[src/rtl/dacseq_pkg.sv]
package dacseq_pkg;

  typedef enum logic [2:0] {
    ST_IDLE,
    ST_HI,
    ST_LO,
    ST_LOAD,
    ST_LDAC
  } seq_state_t;

  // whole system cycles needed to cover an interval, rounded up
  function automatic int ns_to_cycles(input int ns, input int period_ns);
    return (ns + period_ns - 1) / period_ns;
  endfunction

  function automatic int max3(input int a, input int b, input int c);
    int m;
    m = (a > b) ? a : b;
    return (m > c) ? m : c;
  endfunction

  // counter width able to hold value v
  function automatic int count_width(input int v);
    return $clog2(v + 1);
  endfunction

endpackage

[src/rtl/dacseq_timer.sv]
module dacseq_timer #(
  parameter int W = 8
) (
  input  logic         clk,
  input  logic         rst_n,
  input  logic         load,
  input  logic [W-1:0] load_val,
  output logic         expired
);
  logic [W-1:0] cnt;

  always_ff @(posedge clk or negedge rst_n) begin
    if (!rst_n)              cnt <= '0;
    else if (load)           cnt <= load_val;
    else if (cnt != '0)      cnt <= cnt - 1'b1;
  end

  assign expired = (cnt == '0);

  // once a count has run out it stays out until reloaded
  p_timer_rests_r3: assert property (@(posedge clk) disable iff (!rst_n)
    (expired && !load) |=> expired);

endmodule

[src/rtl/dacseq_shifter.sv]
module dacseq_shifter #(
  parameter int N = 12
) (
  input  logic         clk,
  input  logic         rst_n,
  input  logic         load,
  input  logic [N-1:0] frame,
  input  logic         advance,
  output logic         sdata,
  output logic         last
);
  localparam int RW = $clog2(N);

  logic [N-1:0]  sreg;
  logic [RW-1:0] remain;

  always_ff @(posedge clk or negedge rst_n) begin
    if (!rst_n) begin
      sreg   <= '0;
      remain <= '0;
    end else if (load) begin
      sreg   <= frame;
      remain <= RW'(N - 1);
    end else if (advance) begin
      sreg   <= {sreg[N-2:0], 1'b0};
      remain <= remain - 1'b1;
    end
  end

  assign sdata = sreg[N-1];
  assign last  = (remain == '0);

  // the final bit is not shifted away until a new frame is loaded
  p_last_holds_r2: assert property (@(posedge clk) disable iff (!rst_n)
    (last && !load) |=> last);

endmodule

[src/rtl/dacbus_sequencer.sv]
module dacbus_sequencer
  import dacseq_pkg::*;
#(
  parameter int SYS_PERIOD_NS      = 10,
  parameter int SCLK_MIN_PERIOD_NS = 1000,
  parameter int DATA_SETUP_NS      = 50,
  parameter int DATA_HOLD_NS       = 50,
  parameter int LOAD_LEAD_NS       = 50,
  parameter int LOAD_SETUP_NS      = 50,
  parameter int LOAD_PULSE_NS      = 250,
  parameter int LDAC_PULSE_NS      = 250,
  parameter int CHAN_W             = 3,
  parameter int CODE_W             = 8
) (
  input  logic              clk,
  input  logic              rst_n,
  input  logic              req_valid,
  output logic              req_ready,
  input  logic [CHAN_W-1:0] req_chan,
  input  logic              req_range,
  input  logic [CODE_W-1:0] req_code,
  input  logic              req_defer,
  input  logic              commit_valid,
  output logic              commit_ready,
  output logic              done,
  output logic              bus_sclk,
  output logic              bus_sdata,
  output logic              bus_load_n,
  output logic              bus_ldac_n
);
  localparam int FRAME_W  = CHAN_W + 1 + CODE_W;
  localparam int HALF_CYC = ns_to_cycles((SCLK_MIN_PERIOD_NS + 1) / 2, SYS_PERIOD_NS);
  localparam int HI_CYC   = max3(HALF_CYC, ns_to_cycles(DATA_SETUP_NS, SYS_PERIOD_NS),
                                 ns_to_cycles(LOAD_LEAD_NS, SYS_PERIOD_NS));
  localparam int LO_CYC   = max3(HALF_CYC, ns_to_cycles(DATA_HOLD_NS, SYS_PERIOD_NS),
                                 ns_to_cycles(LOAD_SETUP_NS, SYS_PERIOD_NS));
  localparam int LOAD_CYC = max3(1, ns_to_cycles(LOAD_PULSE_NS, SYS_PERIOD_NS), 1);
  localparam int LDAC_CYC = max3(1, ns_to_cycles(LDAC_PULSE_NS, SYS_PERIOD_NS), 1);
  localparam int TMR_W    = count_width(max3(HI_CYC, LO_CYC, max3(LOAD_CYC, LDAC_CYC, 1)));

  seq_state_t         state;
  logic               req_fire, commit_fire;
  logic               tmr_load, tmr_exp;
  logic [TMR_W-1:0]   tmr_val;
  logic               shift_adv, shift_last;
  logic [FRAME_W-1:0] frame_word;

  assign req_ready    = (state == ST_IDLE);
  assign commit_ready = req_ready && !req_valid;
  assign req_fire     = req_valid && req_ready;
  assign commit_fire  = commit_valid && commit_ready;
  assign frame_word   = {req_chan, req_range, req_code};
  assign shift_adv    = (state == ST_LO) && tmr_exp && !shift_last;

  // timer reload on every phase entry
  always_comb begin
    tmr_load = 1'b0;
    tmr_val  = '0;
    unique case (state)
      ST_IDLE: begin
        if (req_fire) begin
          tmr_load = 1'b1;  tmr_val = TMR_W'(HI_CYC - 1);
        end else if (commit_fire) begin
          tmr_load = 1'b1;  tmr_val = TMR_W'(LDAC_CYC - 1);
        end
      end
      ST_HI: if (tmr_exp) begin
        tmr_load = 1'b1;  tmr_val = TMR_W'(LO_CYC - 1);
      end
      ST_LO: if (tmr_exp) begin
        tmr_load = 1'b1;
        tmr_val  = shift_last ? TMR_W'(LOAD_CYC - 1) : TMR_W'(HI_CYC - 1);
      end
      default: ;
    endcase
  end

  dacseq_timer #(.W(TMR_W)) u_timer (
    .clk(clk), .rst_n(rst_n), .load(tmr_load), .load_val(tmr_val), .expired(tmr_exp)
  );

  dacseq_shifter #(.N(FRAME_W)) u_shift (
    .clk(clk), .rst_n(rst_n), .load(req_fire), .frame(frame_word),
    .advance(shift_adv), .sdata(bus_sdata), .last(shift_last)
  );

  always_ff @(posedge clk or negedge rst_n) begin
    if (!rst_n) begin
      state      <= ST_IDLE;
      bus_sclk   <= 1'b0;
      bus_load_n <= 1'b1;
      bus_ldac_n <= 1'b1;
      done       <= 1'b0;
    end else begin
      done <= 1'b0;
      unique case (state)
        ST_IDLE: begin
          if (req_fire) begin
            state      <= ST_HI;
            bus_sclk   <= 1'b1;
            bus_ldac_n <= req_defer;
          end else if (commit_fire) begin
            state      <= ST_LDAC;
            bus_ldac_n <= 1'b0;
          end
        end
        ST_HI: if (tmr_exp) begin
          state    <= ST_LO;
          bus_sclk <= 1'b0;
        end
        ST_LO: if (tmr_exp) begin
          if (shift_last) begin
            state      <= ST_LOAD;
            bus_load_n <= 1'b0;
          end else begin
            state    <= ST_HI;
            bus_sclk <= 1'b1;
          end
        end
        ST_LOAD: if (tmr_exp) begin
          state      <= ST_IDLE;
          bus_load_n <= 1'b1;
          bus_ldac_n <= 1'b1;
          done       <= 1'b1;
        end
        ST_LDAC: if (tmr_exp) begin
          state      <= ST_IDLE;
          bus_ldac_n <= 1'b1;
          done       <= 1'b1;
        end
        default: state <= ST_IDLE;
      endcase
    end
  end

  p_data_on_rise_r4: assert property (@(posedge clk) disable iff (!rst_n)
    !$stable(bus_sdata) |-> bus_sclk);

  p_load_quiet_r5: assert property (@(posedge clk) disable iff (!rst_n)
    !bus_load_n |-> !bus_sclk);

  p_ldac_after_load_r7: assert property (@(posedge clk) disable iff (!rst_n)
    $fell(bus_ldac_n) |-> (bus_load_n && $past(bus_load_n)));

  p_idle_bus_r8: assert property (@(posedge clk) disable iff (!rst_n)
    req_ready |-> (bus_load_n && !bus_sclk));

  p_done_single_r9: assert property (@(posedge clk) disable iff (!rst_n)
    done |=> !done);

  p_done_idle_r9: assert property (@(posedge clk) disable iff (!rst_n)
    done |-> (req_ready && bus_load_n && bus_ldac_n));

endmodule

[config.mk]
export PLATFORM = sky130hd
export DESIGN_NAME = dacbus_sequencer
export DESIGN_NICKNAME = d
export VERILOG_FILES = /design/src/rtl/dacseq_pkg.sv /design/src/rtl/dacseq_timer.sv /design/src/rtl/dacseq_shifter.sv /design/src/rtl/dacbus_sequencer.sv
export SDC_FILE = /design/constraint.sdc
export NUM_CORES = 1
export LEC_CHECK = 0
export BUFFER_PORTS_ARGS = -buffer_cell sky130_fd_sc_hd__buf_2
export CAP_MARGIN = 20
export CORE_ASPECT_RATIO = 0.6
export CORE_MARGIN = 1
export CORE_UTILIZATION = 45
export CTS_CLUSTER_SIZE = 16
export DETAILED_ROUTE_END_ITERATION = 12
export PLACE_DENSITY = 0.77
export SLEW_MARGIN = 0
export SYNTH_ARGS = -nofsm -noshare
export SYNTH_HDL_FRONTEND = slang
export SYNTH_HIERARCHICAL = 1
export SYNTH_SLANG_ARGS = --single-unit
[constraint.sdc]
create_clock -name clk -period 3.7 [get_ports clk]
set_input_delay 0.185 -clock clk [delete_from_list [all_inputs] [get_ports clk]]
set_output_delay 0.185 -clock clk [all_outputs]
set_load 0.005 [all_outputs]
Yosys cells after proc, flatten, opt, wreduce, memory -nomap -nowiden
Cells that the tools add are included.
Operators by class
  eq/ne operators: 12
  add/sub/neg operators: 2
  reductions and logical operators: 22
  mux-type cells: 36
Operators with widths (number)
  6-bit two-way mux: 6
  12-bit two-way mux: 2
  6-bit case mux with 3 select lines: 1
  3-bit two-way mux: 5
  1-bit two-way mux: 13
  3-bit case mux with 4 select lines: 1
  2-bit != test (second input constant): 5
  4-bit two-way mux: 2
  4-bit AND reduction: 2
  2-bit nonzero test: 4
  3-bit by 2-bit equality test with 1-bit output (second input constant): 2
  6-bit logical NOT: 1
  1-bit case mux with 2 select lines: 3
  6-bit nonzero test: 1
  6-bit by 1-bit subtractor with 6-bit output (second input constant): 1
  1-bit logical AND: 5
  5-bit two-way mux: 1
  5-bit AND reduction: 1
  4-bit logical NOT: 1
  2-bit by 1-bit != test with 1-bit output (second input constant): 2
  2-bit OR reduction: 2
  4-bit by 1-bit subtractor with 4-bit output (second input constant): 1
  3-bit by 1-bit equality test with 1-bit output (second input constant): 1
  3-bit equality test (second input constant): 1
  7 further kinds: 8
Word-level totals
  input port bits: 17
  output and inout bits: 7
  logic and storage cells: 80
  bits in registers: 29

Depth between registers and ports, before layout
Gate-level depths: netlist (run 1).
  word-level depth: 7
  gate-level depth with buffers: 10
  depth with buffers taken out: 9

Modules after synthesis
Netlist (run 1), hierarchy kept.
Modules (own cells, without submodules)
  dacseq_shifter: seq. area each 400.4 µm², cells each 73, area each 789.5 µm², times used 1
  dacbus_sequencer: seq. area each 177.7 µm², cells each 58, area each 506.7 µm², times used 1
  dacseq_timer: seq. area each 150.1 µm², cells each 40, area each 400.4 µm², times used 1

Worst setup path before layout (run 1)
Ideal clock, no wire load.
  kind: reg2reg
  start: reg u_timer.cnt[4]
  end: reg u_timer.cnt[0]
  data required time: 3.551 ns
  setup time: 0.149 ns
  cell stages (with the launch flop): 9
  data arrival time: 1.926 ns
  path slack: 1.624 ns
  path buffers: 2
  clock period less this slack: 2.076 ns
  cell sequence: dfrtp_1 nor4_2 and2_4 buf_6 inv_1 o21ai_0 and3b_1 clkbuf_1 a221oi_1
On the way
  longest elaborated chain between the ends: 4
  elaborated cells on any way between the ends: 9
  classes of those cells: mux: 6; reduce/logical: 3
RTL lines
  start: declaration: line dacseq_timer.sv:10  | logic [W-1:0] cnt;
  start signal: assignment: line dacseq_timer.sv:14  | else if (load) cnt <= load_val;
  start signal: assignment: line dacseq_timer.sv:15  | else if (cnt != '0) cnt <= cnt - 1'b1;
  6-bit logical NOT *: line dacseq_timer.sv:18  | assign expired = (cnt == '0);
  named net tmr_exp: line dacbus_sequencer.sv:43  | logic tmr_load, tmr_exp;
  1-bit two-way mux *: line dacbus_sequencer.sv:67, dacbus_sequencer.sv:70
  1-bit case mux with 2 select lines *: line dacbus_sequencer.sv:59  | unique case (state)
  named net tmr_load: line dacbus_sequencer.sv:43
  6-bit two-way mux / 2-bit nonzero test (equally long branches)
Mark *: on every way through the listed nets, which the timed path passes. The rest lies on a longest branch.
A chain may end at the register's enable or synchronous reset.

Final worst setup path (run 1)
  start: reg u_timer.cnt[4]
  end: reg u_timer.cnt[1]
Same word-level chain as after synthesis.

==> metrics, run 1 <==
result of the run=finished clean; register area=728 µm²; area share of the largest cell type after synthesis=between 30 and 40%; Die Y-Extent=49.6 µm; largest fanout on the critical path=14; internal reg-to-reg setup slack=1.39 ns; endpoint of the lowest-slack register-to-register path=u_timer/cnt[1]; Hold Fails Final Rpt=0; clk_lat worst skew=0.27 ns; core area=0.00342 mm²; final critical path time including I/O delays and setup=approximately 2.3 ns; final setup fails=0; total of flip-flops plus latches after synthesis=29; transition time at the pin with the least slew margin=between 0.8 and 0.9 ns; CTS root buf=sky130_fd_sc_hd__clkbuf_8; area growth from synthesis to final layout=10.5%; synth unique cells=44; minimum hold slack=between 0.1 and 0.15 ns; fmax=434 MHz; commonest register cell after synthesis=sky130_fd_sc_hd__dfrtp_1; placed wire-length estimate=2.12 mm; Initial DRC Count=30; critical path startpoint category=flop; Leakage=0.784 nW; Final period util=62.3%; TritonCTS Sinks=29; maximum number of pins on one net before global-route repair=30; top-level port count=24; Tightest Hold Check Type=in2reg; Worst Min Path Start=req_chan[2]; share of synthesized area occupied by flip-flops and latches=between 40 and 50%; overall overflow remaining after global route=0; first-pass GRT wire length=5.35 mm; arrival time worst endpoint=2.49 ns; sum of negative setup slack=0 ns; share of layout cells above drive strength 1=23.8%; residual DRC count=0; number of buffers inserted during clock tree synthesis=5; DRT antenna net count=0; TritonCTS clock tree=done; highest ir drop seen on vdd=between 300 and 400 µV; final core utilization=between 50% and 60%; width of the die=81.3 µm; biggest area consumer among synthesized cells=sky130_fd_sc_hd__dfrtp_1; Slew Limit Headroom=a little over two fifths; average footprint of a synthesized cell=9.92 µm²; count of cells along the worst register-to-register path=8; area taken by multi-input logic gates=837 µm²; Critical Path Sink Type=flop; Site Rows=16; total routed wirelength=3.02 mm; Data required, critical path=3.88 ns; dominant cells by area after synthesis=sky130_fd_sc_hd__dfrtp_1 (40%), sky130_fd_sc_hd__mux2i_1 (7.7%), sky130_fd_sc_hd__nand2_1 (4.2%), sky130_fd_sc_hd__dfstp_2 (3.1%), sky130_fd_sc_hd__o21ai_0 (2.9%); ANT cells=0; setup repair after global routing missed its margin=false; All-Layer GR Usage=17.7%; final instance area=0.00187 mm²; worst clock skew on the final layout=0.00450 ns; cell area after synthesis=approximately 0.0017 mm²; Synth warnings=6; number of cells in the design after placement=229; number of vias per cell=slightly above 5; worst r2r src=u_timer/cnt[4]; buffers added on ports=23; critical setup path kind=reg2reg; number of nets in the finished design=212; register clock-pin slew on the reported worst setup and hold paths=0.06 ns; H-tree depth reported by CTS=2; antenna violations before repair=0; pins over their slew limit=0; WHS Path Cells=3; placer congestion estimate=0.811; EDFF count, synth=0; share of synthesized flip-flops with an asynchronous set or reset=100%; placed inst area=roughly 0.0018 mm²; end of the worst hold path=u_shift/sreg[11]; via count of the routed design=between 1000 and 1500; number of buffers added to fix hold violations after cts=1; initial core utilization=between 40 and 50%; Die Outline Area=0.00403 mm²; post-CTS setup-driven buffer insertion count=0; largest buffer count on any clock path=2; number of fill cells=~310; count of cells resized by post-cts repair=0; total iterations of the first detailed-routing run=4; number of global-route vias before repair=1205; wire length per cell=12.7 µm; number of maximum-capacitance violations=0; count of mapped cells out of synthesis=171; total power divided by cell area=about 700 mW/mm²; post-route insts no fill=238
-- cells by family after synthesis --
kind of cell | after synthesis | synth area share (%)
mux | 14 | 8.55
fa+ha+maj | 3 | 2.21
simple gates | 60 | 20.0
buf+inv | 22 | 8.26
flops | 29 | 42.9
other cells | 1 | 0.221
compound gates | 38 | 15.8
xor+xnor | 4 | 2.06
-- worst max-delay path by stage --
| stage | startpoint | endpoint | slack (ns) | cells past startpoint |
|---|---|---|---|---|
| 2_1_floorplan | u_timer/cnt[4] | u_timer/cnt[0] | 1.62 | 8 |
| 3_3_place_gp | u_timer/cnt[2] | u_timer/cnt[1] | 1.49 | 8 |
| 3_5_place_dp | u_timer/cnt[4] | u_timer/cnt[1] | 1.41 | 8 |
| 4_1_cts | u_timer/cnt[4] | u_timer/cnt[1] | 1.38 | 8 |
| 5_1_grt | u_timer/cnt[2] | u_timer/cnt[1] | 1.08 | 8 |
| 6_report | u_timer/cnt[4] | u_timer/cnt[1] | 1.39 | 8 |
-- report_power, final --
| group | total [W] | switching [W] | internal (W) | leakage [nW] |
|---|---|---|---|---|
| registers | 0.000587 | 0.000130 | 0.000456 | 0.344 |
| clock network | 0.000245 | 0.000115 | 0.000130 | 0.0450 |
| logic | 0.000508 | 0.000265 | 0.000243 | 0.395 |
| total | 0.00134 | 0.000511 | 0.000829 | 0.784 |
-- cell usage after synthesis, drive strengths merged, types with 2 or more instances --
master / n
inv: 10
and3b: 3
dfrtp: 27
nand2b: 4
o21ai: 16
nor2b: 2
nor2: 9
a221oi: 2
nor3b: 4
buf: 11
nand3: 2
xnor2: 4
o31ai: 3
nor3: 5
a21oi: 7
ha: 3
mux2i: 13
nand3b: 3
nor4: 2
and2: 4
a211oi: 4
dfstp: 2
nand2: 19
o41ai: 2
-- final cells by class --
class                   instances  area share (%)
clock buffers                   6            3.87
clock inverters                 2           0.534
inverters                      10            2.00
multi-input cells             121            44.7
flip-flops and latches         29            38.9
well taps                      45            3.00
repair buffers                 25            7.08
-- sequential cells by signal, indices dropped and copies added (netlist names) --
| name | cells |
|---|---|
| bus_ldac_n | 1 |
| bus_load_n | 1 |
| bus_sclk | 1 |
| done | 1 |
| state | 3 |
| u_shift/remain | 4 |
| u_shift/sreg | 12 |
| u_timer/cnt | 6 |
-- cell usage in the layout, fill, tap and decap left out, drive strengths merged, types with 3 or more instances in the layout --
master,instances
dfrtp,27
nor2,9
nand2,19
xnor2,4
o31ai,3
clkbuf,6
inv,10
ha,3
nand2b,4
nor3b,4
nand3b,3
o21ai,16
and2,4
buf,24
nor3,5
and3b,3
a21oi,7
mux2i,13
a211oi,4
-- critical path: stages, from the launching register on --
cell and delay [ns]:
sky130_fd_sc_hd__dfrtp_1 0.42, sky130_fd_sc_hd__nor4_2 0.36, sky130_fd_sc_hd__and2_4 0.30, sky130_fd_sc_hd__inv_1 0.09, sky130_fd_sc_hd__o21ai_0 0.18, sky130_fd_sc_hd__and3b_1 0.47, sky130_fd_sc_hd__nand2b_1 0.17, sky130_fd_sc_hd__a21oi_1 0.05
sky130_fd_sc_hd__a221oi_2 0.18
-- metal layers --
layer	global-route usage (%)	wire [µm]
met1	25.5	1620
met2	24.2	1240
met3	5.56	120
met4	7.14	37
met5	0	0
-- through the flow --
step	setup WS (ns)	power (W)
2_1_floorplan	1.62	0.000998
4_1_cts	1.38	0.00135
6_report	1.39	0.00134
5_1_grt	1.08	0.00147
3_3_place_gp	1.49	0.00108
3_5_place_dp	1.41	0.00110
(Power assumes the default switching activity.)
==> run 2: changes to the inputs <==
==> constraint.sdc (replaced) <==
create_clock -name clk -period 2.35 [get_ports clk]
set_input_delay 0.1175 -clock clk [delete_from_list [all_inputs] [get_ports clk]]
set_output_delay 0.1175 -clock clk [all_outputs]
set_load 0.005 [all_outputs]
==> run 2 against run 1 <==
  * Sequential share of layout area is 1.4 points lower
  * Die area stayed put
  * Critical path type unchanged
  * Clock skew is 0.0030 ns lower
  * Non-clock buffer count is 4 higher
  * Via count is 4.2% higher
  * Wire length is 2.2% higher
==> metrics, run 2 (synthesis results as in run 1) <==
result of the run=finished clean; leading cell type in the layout, fill and taps excluded=sky130_fd_sc_hd__dfrtp_1; initial core utilization=49.6%; Initial DRC Count=96; transition time at the pin with the least slew margin=around 0.63 ns; largest fanout on the critical path=14; internal reg-to-reg setup slack=0.23 ns; amount of wire on met3 after detailed routing=174 µm; flip-flop count of the largest register after layout=12; number of buffers inserted during clock tree synthesis=5; Die Outline Area=a little over 0.004 mm²; critical setup path kind=reg2reg; DRT antenna net count=0; Worst Min Path Start=req_code[1]; placer congestion estimate=0.824; end of the worst hold path=u_shift/sreg[1]; CTS root buf=sky130_fd_sc_hd__clkbuf_8; Leakage=0.816 nW; core area=between 0.003 and 0.004 mm²; top routing layer in use=met4; Hold Fails Final Rpt=0; width of the die=approximately 80 µm; antenna violations before repair=0; total iterations of the first detailed-routing run=4; All-Layer GR Usage=17.8%; first-pass GRT wire length=5.31 mm; worst r2r src=u_timer/cnt[4]; number of maximum-capacitance violations=0; post-route insts no fill=242; Most flops, register=u_shift/sreg; number of global-route vias before repair=1142; placed wire-length estimate=2.14 mm; fmax=471 MHz; highest-count cells in the layout ignoring fill and taps=sky130_fd_sc_hd__dfrtp_1 (27), sky130_fd_sc_hd__buf_2 (23), sky130_fd_sc_hd__nand2_1 (19); endpoint of the lowest-slack register-to-register path=u_shift/sreg[5]; CP top delay family=simple AND/OR/NAND/NOR gates; via count of the routed design=about 1300; area growth from synthesis to final layout=14.5%; highest ir drop seen on vdd=740 µV; setup repair after global routing missed its margin=false; top-level port count=24; arrival time worst endpoint=2.27 ns; sum of negative setup slack=0 ns; number of nets in the finished design=216; critical path, cell by cell=nor4_4 -> and2_4 -> nand3b_1 -> nor3_4 -> buf_6 -> mux2i_1 -> o21ai_1; wire length per cell=roughly 13 µm; worst clock skew on the final layout=0.00148 ns; WHS Path Cells=3; share of layout cells above drive strength 1=between 20% and 30%; Critical Path Sink Type=flop; Slew Limit Headroom=57.9%; count of cells along the worst register-to-register path=7; Buf/Inv on CP=1; total power=0.00223 W; pins over their slew limit=0; Site Rows=16; number of fill cells=288; Data required, critical path=2.50 ns; Tightest Hold Check Type=in2reg; register clock-pin slew on the reported worst setup and hold paths=0.06 ns; crit path launch=u_timer/cnt[4]; final setup fails=0; total routed wirelength=3.09 mm; critical path startpoint category=flop; Post-Route M1 WL=1.62 mm; TritonCTS clock tree=done; clk_lat worst skew=0.27 ns; number of vias per cell=5.29; overall overflow remaining after global route=0; number of cells in the design after placement=233; Final period util=between 90% and 100%; TritonCTS Sinks=29; final critical path time including I/O delays and setup=2.12 ns; Die Y-Extent=49.6 µm; H-tree depth reported by CTS=2; buffers added on ports=23; slowest cell on the critical path=sky130_fd_sc_hd__dfrtp_1; top flop regs=u_shift/sreg (12), u_timer/cnt (6), u_shift/remain (4); largest buffer count on any clock path=2; critical path's largest stage delay=0.43 ns; maximum number of pins on one net before global-route repair=30; total power divided by cell area=about 1100 mW/mm²; placed inst area=0.00181 mm²; final instance area=0.00194 mm²; ANT cells=0; residual DRC count=0; met2 wirelength from detailed routing=1.27 mm
-- run 2: changes by cell type in the layout (fill, tap and decap cells not counted), sizes merged --
cell    change
buf         +4
clkinv      -1
clkbuf      +1
-- run 2: how the worst max path moves through the flow --
stage	to	slack, ns	depth (start not counted)
after floorplan	u_timer/cnt[0]	0.27	8
after global placement	u_shift/sreg[3]	0.17	7
after detailed placement	u_shift/sreg[3]	0.11	7
after CTS	u_shift/sreg[5]	0.12	7
after global routing	u_shift/sreg[5]	0.03	7
final	u_shift/sreg[5]	0.23	7
-- run 2: worst min-delay path: stages --
cell and delay, ns:
sky130_fd_sc_hd__buf_2 0.08, sky130_fd_sc_hd__nand2_1 0.04, sky130_fd_sc_hd__o21ai_0 0.06
-- run 2: stage by stage --
| step | setup slack [ns] | utilization, % | hold WS (ns) |
|---|---|---|---|
| 2_1_floorplan | 0.274 | - | -0.178 |
| 3_3_place_gp | 0.172 | 52.9 | 0.189 |
| 3_5_place_dp | 0.108 | 52.9 | 0.184 |
| 4_1_cts | 0.118 | 56.2 | 0.0489 |
| 5_1_grt | 0.0266 | 56.8 | 0.0576 |
| 6_report | 0.226 | 56.8 | 0.0555 |
-- run 2: per-layer routing --
layer / vias to the layer above / GRT usage, %
met1: 605 / 26.5
met3: 2 / 5.74
met4: 0 / 6.25
met5: - / 0
met2: 30 / 23.6
li1: 642 / -
-- run 2: layout make-up --
class | count | area, µm² | share of cell area, %
clock buffers | 7 | 96.3 | 4.96
well taps | 45 | 56.3 | 2.90
repair buffers | 29 | 166 | 8.56
flip-flops and latches | 29 | 728 | 37.5
clock inverters | 1 | 5.00 | 0.258
inverters | 10 | 37.5 | 1.93
multi-input cells | 121 | 853 | 43.9
-- run 2: what timing repair did --
action,in CTS,in global routing
hold buffers,1,0
hold endpoints to repair,27,0
setup endpoints to repair,0,16
setup buffers,0,0
gates resized for setup,0,4
-- run 2: where the power goes --
part           total [W]  internal (W)  switching (W)
combinational   0.000849      0.000414       0.000435
sequential      0.000929      0.000718       0.000210
clock           0.000448      0.000264       0.000184
total            0.00223       0.00140       0.000829
